--- src/rtl/phy_irq_pkg.sv ---
package phy_irq_pkg;
  typedef enum logic {
    POL_ACT_LOW  = 1'b0,
    POL_ACT_HIGH = 1'b1
  } irq_pol_e;

  localparam int unsigned IRQ_DATA_W  = 16;
  localparam int unsigned IRQ_POL_BIT = 9;
endpackage

--- src/rtl/phy_irq_status.sv ---
module phy_irq_status #(
  parameter int unsigned NUM_SRC = 8
) (
  input  logic               clk_i,
  input  logic               rst_ni,
  input  logic [NUM_SRC-1:0] event_i,
  input  logic               clr_i,
  output logic [NUM_SRC-1:0] status_o
);
  for (genvar g = 0; g < NUM_SRC; g++) begin : g_flag
    logic flag_q;
    // set beats clear so a colliding event survives the read
    always_ff @(posedge clk_i or negedge rst_ni) begin
      if (!rst_ni)         flag_q <= 1'b0;
      else if (event_i[g]) flag_q <= 1'b1;
      else if (clr_i)      flag_q <= 1'b0;
    end
    assign status_o[g] = flag_q;
  end
endmodule

--- src/rtl/phy_irq_cfg.sv ---
module phy_irq_cfg
  import phy_irq_pkg::*;
#(
  parameter int unsigned NUM_SRC = 8
) (
  input  logic               clk_i,
  input  logic               rst_ni,
  input  logic               en_wr_i,
  input  logic [NUM_SRC-1:0] en_wdata_i,
  input  logic               pol_wr_i,
  input  logic               pol_wdata_i,
  output logic [NUM_SRC-1:0] enable_o,
  output irq_pol_e           pol_o
);
  logic [NUM_SRC-1:0] en_q;
  irq_pol_e           pol_q;

  always_ff @(posedge clk_i or negedge rst_ni) begin
    if (!rst_ni)      en_q <= '0;
    else if (en_wr_i) en_q <= en_wdata_i;
  end

  always_ff @(posedge clk_i or negedge rst_ni) begin
    if (!rst_ni)       pol_q <= POL_ACT_LOW;
    else if (pol_wr_i) pol_q <= irq_pol_e'(pol_wdata_i);
  end

  assign enable_o = en_q;
  assign pol_o    = pol_q;
endmodule

--- src/rtl/phy_irq_out.sv ---
module phy_irq_out
  import phy_irq_pkg::*;
#(
  parameter int unsigned NUM_SRC = 8
) (
  input  logic [NUM_SRC-1:0] status_i,
  input  logic [NUM_SRC-1:0] enable_i,
  input  irq_pol_e           pol_i,
  output logic               pin_o
);
  logic pending;
  assign pending = |(status_i & enable_i);
  assign pin_o   = (pol_i == POL_ACT_HIGH) ? pending : ~pending;
endmodule

--- src/rtl/phy_irq_ctrl.sv ---
module phy_irq_ctrl
  import phy_irq_pkg::*;
#(
  parameter int unsigned DATA_W  = IRQ_DATA_W,
  parameter int unsigned POL_BIT = IRQ_POL_BIT
) (
  input  logic                clk_i,
  input  logic                rst_ni,
  input  logic [DATA_W/2-1:0] event_i,
  input  logic                irq_rd_i,
  input  logic                irq_wr_i,
  input  logic [DATA_W-1:0]   irq_wdata_i,
  input  logic                ctrl_wr_i,
  input  logic [DATA_W-1:0]   ctrl_wdata_i,
  output logic [DATA_W-1:0]   irq_reg_o,
  output logic                irq_pin_o
);
  localparam int unsigned NUM_SRC = DATA_W / 2;

  logic [NUM_SRC-1:0] status;
  logic [NUM_SRC-1:0] enable;
  irq_pol_e           pol;
  logic               unused_wdata;

  assign unused_wdata = ^{irq_wdata_i[NUM_SRC-1:0], ctrl_wdata_i};

  phy_irq_status #(.NUM_SRC(NUM_SRC)) u_status (
    .clk_i    (clk_i),
    .rst_ni   (rst_ni),
    .event_i  (event_i),
    .clr_i    (irq_rd_i),
    .status_o (status)
  );

  phy_irq_cfg #(.NUM_SRC(NUM_SRC)) u_cfg (
    .clk_i       (clk_i),
    .rst_ni      (rst_ni),
    .en_wr_i     (irq_wr_i),
    .en_wdata_i  (irq_wdata_i[DATA_W-1:NUM_SRC]),
    .pol_wr_i    (ctrl_wr_i),
    .pol_wdata_i (ctrl_wdata_i[POL_BIT]),
    .enable_o    (enable),
    .pol_o       (pol)
  );

  phy_irq_out #(.NUM_SRC(NUM_SRC)) u_out (
    .status_i (status),
    .enable_i (enable),
    .pol_i    (pol),
    .pin_o    (irq_pin_o)
  );

  assign irq_reg_o = {enable, status};
endmodule

--- config.mk ---
export PLATFORM = sky130hd
export DESIGN_NAME = phy_irq_ctrl
export DESIGN_NICKNAME = d
export VERILOG_FILES = /design/src/rtl/phy_irq_pkg.sv /design/src/rtl/phy_irq_status.sv /design/src/rtl/phy_irq_cfg.sv /design/src/rtl/phy_irq_out.sv /design/src/rtl/phy_irq_ctrl.sv
export SDC_FILE = /design/constraint.sdc
export NUM_CORES = 1
export LEC_CHECK = 0
export BUFFER_PORTS_ARGS = -buffer_cell sky130_fd_sc_hd__clkbuf_2
export CORE_ASPECT_RATIO = 1.4
export CORE_MARGIN = 1
export CORE_UTILIZATION = 40
export DETAILED_ROUTE_END_ITERATION = 7
export PLACE_DENSITY = 0.88
export SLEW_MARGIN = 20
export SYNTH_ARGS = -nofsm -noshare
export SYNTH_HDL_FRONTEND = slang
export SYNTH_SLANG_ARGS = --single-unit
--- constraint.sdc ---
create_clock -name clk_i -period 2.2 [get_ports clk_i]
set_clock_uncertainty 0.05 [all_clocks]
set_input_delay 0.22 -clock clk_i [delete_from_list [all_inputs] [get_ports clk_i]]
set_output_delay 0.22 -clock clk_i [all_outputs]
set_load 0.02 [all_outputs]
==> metrics.yaml, run 1 <==
cts:
  clock_path_buffers: 2
  insertion_delay_ns: 0.28
  cts_tree: "done"
  clkSlewWorstSetupHoldPaths_ns: 0.09
  numCtsBuffers: 3
  numClockSinks: 17
  clock-root-buffer: "clkbuf_4"
  cts_resized: 0
  post_cts_buffers: 0
  ctsHoldBuffers: 1
  htreeDepth: 1
global_routing:
  grt_pass1_vias: 469
  grt_max_degree: 18
  grtUsageTotal: 0.1462
  overflow: 0
  antenna_found_initial: 0
  grt_pass1_wl_um: 1987
setup_path:
  r2r-start: "u_cfg.pol_o"
  r2r_end: "u_cfg.pol_o"
  cp_max_fo: 3
  r2r_slack_ns: 1.34
  start_kind: "flop"
  worst-endpoint-required_ns: 1.93
  r2r_cells: 1
  end_kind: "primary output"
  criticalPathCategory: "flop to primary output"
  crit_arrival_ns: 1.41
placed_design:
  dpl.cell_count: 99
  pre_cts_slack_ns: 0.8050
  place_congestion: 0.6665
  io_buffers: 38
  hpwl_um: 1066
drt:
  ant_nets: 0
  vias: 507
  drc: 0
  drt_iter0_drc: 3
  wire_per_inst_um: 12.86
  drt-total-wl_um: 1337
  drtPass1Iterations: 3
  vias_per_cell: 4.875
sta:
  finalSetupTns_ns: 0
  finalHoldViolations: 0
  min_period_ns: 1.683
  slew_violations: 0
  slew_headroom: 0.7254
  max_freq_mhz: 594.1
  setup_viol: 0
  period_share: 0.7651
  tightestPinTransition_ns: 0.4120
  rsz0062_at_grt: "false"
  fin_ws_ns: 0.5169
hold_path:
  min_path_type: "input port to flop"
  min-delay-start: "event_i[7]"
  hold-path-cell-count: 2
  whs_endpoint: "u_status.g_flag[7].flag_q"
yosys:
  post-synth-top-count-cell: "dfrtp_1"
  ys_types: 12
  synthTopCellsByArea: "dfrtp_1, mux2_4, buf_4, a21o_1, a22oi_1"
  synth_edf_count: 0
  synth_area_um2: 743.2
  synthArstFlopShare: 1.000
  yosysWarnings: 0
  ys.flop_type: "dfrtp_1"
  synth_seq_area_share: 0.5724
  yosysTopAreaCellShare: 0.5724
  synth_top_cell_by_area: "dfrtp_1"
  syn_inst: 50
  ys_ff_latch: 17
  synth_commonest_cells: "dfrtp_1, buf_4, mux2_4"
  avgSynthCellArea_um2: 14.86
  synth.net_count: 95
floorplanning:
  rows: 18
  dieHeight_um: 53
  initial_utilization: 0.4231
  pin_count: 62
  die_area_um2: 2037
  die_w_um: 38.43
  core_region_area_um2: 1757
final_layout:
  stdcell_count: 104
  fill_cells: 160
  drive_above_1_share: 0.6190
  nNetsFinal: 130
  area_growth_pct: 24.24
  diodes: 0
power:
  comb_power_share: 0.213
  ir_worst_vdd_mv: 0.4150
  p_int_w: 0.0004778
  swShare: 0.2805
  p_sw_w: 0.0001863
  power.leakage_nw: 0.4995
  pwr-share-seq: 0.545
  clockPowerShare: 0.242
  power_density_nw_per_um2: 719.2
run:
  maxCapViolations: 0
status:
  outcome: "finished, final reports clean"
==> stage by stage <==
stage / hold slack [ns] / area [µm²] / total power, W / utilization
floorplan: -0.1256 / 743.2 / 0.0004635 / -
global placement: 0.1050 / 887.1 / 0.0005050 / 0.5050
detailed placement: 0.1160 / 887.1 / 0.0005106 / 0.5050
CTS: 0.05348 / 923.4 / 0.0006722 / 0.5256
global route: 0.05669 / 923.4 / 0.0006982 / 0.5256
finish: 0.05891 / 923.4 / 0.0006641 / 0.5256
==> power by group through the flow <==
stage	clock network [W]	registers [W]	logic [W]
global route	0.000179	0.000366	0.000153
global placement	0	0.000366	0.000139
detailed placement	0	0.000368	0.000142
floorplan	0	0.000382	0.0000817
finish	0.000161	0.000362	0.000142
CTS	0.000166	0.000362	0.000144
==> final cells by class <==
type	instances	area [µm²]	share of cell area
sequential	17	425.4	0.4607
multi-input combinational	23	242.7	0.2629
timing repair buffer	39	200.2	0.2168
clock buffer	4	26.28	0.02846
tap	20	25.02	0.02710
inverter	1	3.754	0.004065
==> worst max-delay path, cell delays in order (launching register included) <==
cell and delay (ns):
dfrtp_1 0.40, a22oi_1 0.25, nand4_1 0.14, xnor2_1 0.15, clkbuf_2 0.18
==> sequential cells by signal, indices dropped and copies added, names as in the netlist <==
register,cells
u_cfg.pol_o,1
u_status.g_flag.flag_q,8
u_cfg.enable_o,8
==> layer usage <==
| metal | global-route usage | vias up | share of wire |
|---|---|---|---|
| met2 | 0.2542 | 19 | 0.57 |
| li1 | - | 242 | - |
| met1 | 0.1599 | 246 | 0.39 |
| met5 | 0 | - | 0 |
| met3 | 0.02521 | 0 | 0.039 |
| met4 | 0.08621 | 0 | 0 |
==> kinds of logic (layout without fill, tap and decap cells) <==
logic type / after synthesis / count (layout) / synth area share
AOI/OAI and AO/OA: 12 / 12 / 0.1296
xor gates and xnor gates: 1 / 1 / 0.01179
buffers and inverters: 10 / 44 / 0.1010
DFF: 17 / 17 / 0.5724
muxes: 9 / 9 / 0.1768
and+or+nand+nor: 1 / 1 / 0.008423
==> how the worst max path moves through the flow <==
| stage | startpoint | end | slack, ns | depth (start not counted) |
|---|---|---|---|---|
| detailed placement | u_status.g_flag[4].flag_q | irq_pin_o | 0.81 | 4 |
| finish | u_status.g_flag[4].flag_q | irq_pin_o | 0.52 | 4 |
| floorplan | u_cfg.enable_o[6] | irq_pin_o | 0.78 | 3 |
| CTS | u_status.g_flag[4].flag_q | irq_pin_o | 0.49 | 4 |
| global route | u_status.g_flag[4].flag_q | irq_pin_o | 0.37 | 4 |
| global placement | u_status.g_flag[4].flag_q | irq_pin_o | 0.84 | 4 |
==> cells in the final DEF, fill, tap and decap left out, drive strengths merged <==
cell type / n
a21o: 8
a22oi: 4
clkbuf: 42
dfrtp: 17
dlygate4sd3: 1
inv: 1
mux2: 9
nand4: 1
xnor2: 1
Power figures use the tool's default switching activity.
==> run 2, diff against run 1 <==
CORE_UTILIZATION = 37   (was 40)
PLACE_DENSITY = 0.83   (was 0.88)
clock period = 1.7 ns   (was 2.2 ns; I/O delays follow)
==> metrics.yaml, run 2 (synthesized netlist as in run 1, its figures left out) <==
final_layout:
  stdcell_count: 105
  nNetsFinal: 131
  area_growth_pct: 25.59
  mostFrequentLayoutCell: "clkbuf_2"
  drive_above_1_share: 0.6118
  diodes: 0
  fill_cells: 154
  final_util: 0.5117
  mostFrequentLayoutCells: "clkbuf_2, dfrtp_1, mux2_4, a21o_1"
placed_design:
  hpwl_um: 1100
  dpl.cell_count: 99
  io_buffers: 38
  place_congestion: 0.6844
global_routing:
  grt_max_degree: 18
  overflow: 0
  grt_pass1_wl_um: 2201
  antenna_found_initial: 0
  grt_pass1_vias: 536
  grtUsageTotal: 0.1582
drt:
  wire_per_inst_um: 13.59
  drt_iter0_drc: 7
  drt-total-wl_um: 1427
  drc: 0
  drtPass1Iterations: 4
  vias: 523
  ant_nets: 0
  vias_per_cell: 4.981
hold_path:
  min_path_type: "input port to flop"
  min-delay-start: "event_i[2]"
floorplanning:
  rows: 18
  die_w_um: 39.88
  dieHeight_um: 55.03
  pin_count: 62
  initial_utilization: 0.4074
  die_area_um2: 2195
  core_region_area_um2: 1824
sta:
  min_period_ns: 1.596
  max_freq_mhz: 626.7
  setup_viol: 0
  finalHoldViolations: 0
  period_share: 0.9386
  finalSetupTns_ns: 0
  tightestPinTransition_ns: 0.4006
  slew_headroom: 0.7330
  slew_violations: 0
  rsz0062_at_grt: "false"
setup_path:
  end_kind: "primary output"
  crit_path_max_incr_delay_ns: 0.40
  crit_chain: "a22oi_1 -> nand4_1 -> xnor2_1 -> clkbuf_2"
  crit_start: "u_status.g_flag[2].flag_q"
  crit_family: "flip-flops"
  start_kind: "flop"
  cp_max_fo: 3
  crit_buf_inv: 1
  critical-path-slowest-cell: "dfrtp_1"
  r2r-start: "u_cfg.enable_o[0]"
  worst-endpoint-required_ns: 1.48
  crit_arrival_ns: 1.38
  criticalPathCategory: "flop to primary output"
cts:
  clkSlewWorstSetupHoldPaths_ns: 0.09
  clock-root-buffer: "clkbuf_4"
  cts_tree: "done"
  insertion_delay_ns: 0.28
  numCtsBuffers: 3
  numClockSinks: 17
  clock_path_buffers: 2
  post_cts_buffers: 0
  htreeDepth: 1
power:
  ir_worst_vdd_mv: 0.4778
  power_w: 0.0008625
  power_density_nw_per_um2: 924.1
  power.leakage_nw: 0.5037
status:
  outcome: "finished, final reports clean"
run:
  maxCapViolations: 0
## run 2: changes by cell type in the layout (fill, tap and decap cells not counted)
cell           before  now
dlygate4sd3_1       1    2
## run 2: final cells by class
| type | instances | area, µm² | share of cell area |
|---|---|---|---|
| Clock buffer | 4 | 26.28 | 0.02815 |
| Multi-Input combinational cell | 23 | 242.7 | 0.2601 |
| Tap cell | 20 | 25.02 | 0.02681 |
| Inverter | 1 | 3.754 | 0.004021 |
| Sequential cell | 17 | 425.4 | 0.4558 |
| Timing Repair Buffer | 40 | 210.2 | 0.2252 |
## run 2: through the flow
stage          worst slack (ns)  cell area (µm²)  hold WS (ns)
2_1_floorplan            0.3344            743.2       -0.1756
3_3_place_gp             0.4121            887.1       0.05606
3_5_place_dp             0.4092            887.1       0.06517
4_1_cts                 0.08582            923.4      0.002120
5_1_grt                 0.01352            933.4      0.001488
6_report                 0.1043            933.4      0.009032
## run 2: what timing repair did
item / 4_1_cts / 5_1_grt
hold endpoints to repair: 17 / 1
gates resized for setup: 0 / 0
hold buffers: 1 / 1
## run 2: final timing paths
path / endpoint / slack (ns) / depth (start not counted)
setup / recovery: irq_pin_o / 0.10 / 4
setup reg to reg: u_cfg.enable_o[0] / 0.86 / 1
min in group asynchronous: u_status.g_flag[5].flag_q / 0.32 / 2
hold reg to reg: u_status.g_flag[5].flag_q / 0.46 / 1
hold / removal: u_status.g_flag[2].flag_q / 0.009 / 2
max in group asynchronous: u_status.g_flag[7].flag_q / 1.00 / 2
## run 2: per-layer routing
metal	vias to the layer above	global-route usage	part of all wire
met2	23	0.2688	0.54
li1	241	-	-
met4	0	0.1207	0.021
met3	2	0.03200	0.054
met5	-	0	0
met1	257	0.1636	0.38
## run 2: where the power goes
part           internal [W]  switching, W  leakage (nW)  total (W)
sequential         0.000439     0.0000298         0.191   0.000468
clock             0.0000910      0.000117        0.0150   0.000208
combinational     0.0000903     0.0000954         0.297   0.000186
total              0.000620      0.000243         0.504   0.000863
==> run 3, diff against run 2 <==
--- a/config.mk
+++ b/config.mk
@@ -13,3 +13,3 @@
 export PLACE_DENSITY = 0.83
-export SLEW_MARGIN = 20
+export SLEW_MARGIN = 10
 export SYNTH_ARGS = -nofsm -noshare
==> constraint.sdc (replaced) <==
create_clock -name clk_i -period 1.7 [get_ports clk_i]
set_clock_uncertainty 0.05 [all_clocks]
set_input_delay 0.085 -clock clk_i [delete_from_list [all_inputs] [get_ports clk_i]]
set_output_delay 0.085 -clock clk_i [all_outputs]
set_load 0.02 [all_outputs]
==> metrics.yaml, run 3 (synthesized netlist as in run 1, its figures left out) <==
cts:
  cts_resized: 0
  ctsHoldBuffers: 19
  post_cts_buffers: 0
  clock_path_buffers: 2
  numCtsBuffers: 3
  numClockSinks: 17
  clkSlewWorstSetupHoldPaths_ns: 0.09
  cts_tree: "done"
  htreeDepth: 1
  insertion_delay_ns: 0.28
  clock-root-buffer: "clkbuf_4"
global_routing:
  grtUsageTotal: 0.1705
  overflow: 0
  grt_pass1_vias: 591
  antenna_found_initial: 0
  grt_pass1_wl_um: 2401
  grt_max_degree: 18
sta:
  finalHoldViolations: 0
  max_freq_mhz: 654.9
  slew_headroom: 0.7309
  rsz0062_at_grt: "false"
  finalSetupTns_ns: 0
  setup_viol: 0
  period_share: 0.8982
  slew_violations: 0
  min_period_ns: 1.527
  tightestPinTransition_ns: 0.4037
setup_path:
  crit_arrival_ns: 1.39
  worst-endpoint-required_ns: 1.56
  crit_chain: "a22oi_1 -> nand4_1 -> xnor2_1 -> clkbuf_2"
  cp_max_fo: 3
  crit_family: "flip-flops"
  critical-path-slowest-cell: "dfrtp_1"
  crit_buf_inv: 1
  end_kind: "primary output"
  crit_path_max_incr_delay_ns: 0.42
  criticalPathCategory: "flop to primary output"
  start_kind: "flop"
power:
  clockPowerShare: 0.233
  power_density_nw_per_um2: 813.0
  comb_power_share: 0.244
  ir_worst_vdd_mv: 0.4864
  p_int_w: 0.0006467
  swShare: 0.2793
  p_sw_w: 0.0002506
  pwr-share-seq: 0.523
  power.leakage_nw: 0.5747
  power_w: 0.0008972
floorplanning:
  dieHeight_um: 55.03
  pin_count: 62
  die_area_um2: 2195
  die_w_um: 39.88
  initial_utilization: 0.4074
  core_region_area_um2: 1824
  rows: 18
run:
  maxCapViolations: 0
final_layout:
  mostFrequentLayoutCell: "clkbuf_2"
  diodes: 0
  mostFrequentLayoutCells: "clkbuf_2, dlygate4sd3_1, dfrtp_1, mux2_4, a21o_1"
  stdcell_count: 122
  area_growth_pct: 48.49
  nNetsFinal: 148
  drive_above_1_share: 0.5098
drt:
  drtPass1Iterations: 4
  drt_iter0_drc: 7
  ant_nets: 0
  wire_per_inst_um: 13.32
  vias_per_cell: 4.967
  drt-total-wl_um: 1625
  drc: 0
  vias: 606
placed_design:
  io_buffers: 38
  dpl.cell_count: 99
  hpwl_um: 1100
  place_congestion: 0.6844
hold_path:
  min_path_type: "input port to flop"
status:
  outcome: "finished, final reports clean"
-- run 3: cell types whose count changed in the layout (fill, tap and decap cells not counted) --
cell	before	now
dlygate4sd3_1	2	19
-- run 3: routing by layer --
layer,up-vias,share of wire,track usage,routed length (µm)
li1,274,-,-,-
met1,297,0.35,0.1658,574
met2,33,0.57,0.3118,930
met3,2,0.055,0.02400,89
met4,0,0.018,0.1207,30
met5,-,0,0,0
-- run 3: path summary, 6_finish.rpt --
path / startpoint / endpoint / slack [ns] / cells after the start
worst max-delay path: u_cfg.enable_o[6] / irq_pin_o / 0.17 / 4
worst min-delay path: irq_rd_i / u_status.g_flag[1].flag_q / 0.10 / 3
worst max register to register: u_cfg.pol_o / u_cfg.pol_o / 0.32 / 2
worst min register to register: u_status.g_flag[5].flag_q / u_status.g_flag[5].flag_q / 0.46 / 1
max in group asynchronous: rst_ni / u_status.g_flag[4].flag_q / 1.08 / 2
min in group asynchronous: rst_ni / u_cfg.enable_o[1] / 0.23 / 2
-- run 3: cell type report --
| type | count | area [µm²] |
|---|---|---|
| Clock buffer | 4 | 26.28 |
| Fill cell | 145 | 720.7 |
| Inverter | 1 | 3.754 |
| Multi-Input combinational cell | 23 | 242.7 |
| Sequential cell | 17 | 425.4 |
| Tap cell | 20 | 25.02 |
| Timing Repair Buffer | 57 | 380.4 |
-- run 3: power groups by stage --
stage,registers (W),clock network [W],logic [W]
finish,0.000469,0.000209,0.000219
global route,0.000473,0.000237,0.000234
floorplan,0.000494,0,0.000106
global placement,0.000475,0,0.000181
CTS,0.000468,0.000215,0.000221
detailed placement,0.000476,0,0.000185
-- run 3: worst reg2reg max path, stage by stage, from the launching register on --
cell and delay, ns:
dfrtp_1 0.39, mux2_1 0.28, dlygate4sd3_1 0.55
-- run 3: metrics by stage --
| stage | util | worst slack (ns) | instance area (µm²) | hold WS [ns] |
|---|---|---|---|---|
| floorplan | - | 0.4194 | 743.2 | -0.2606 |
| global placement | 0.4863 | 0.4971 | 887.1 | -0.02894 |
| detailed placement | 0.4863 | 0.4942 | 887.1 | -0.01983 |
| CTS | 0.6049 | 0.1708 | 1104 | 0.09460 |
| global route | 0.6049 | 0.08620 | 1104 | 0.09944 |
| finish | 0.6049 | 0.1731 | 1104 | 0.1043 |
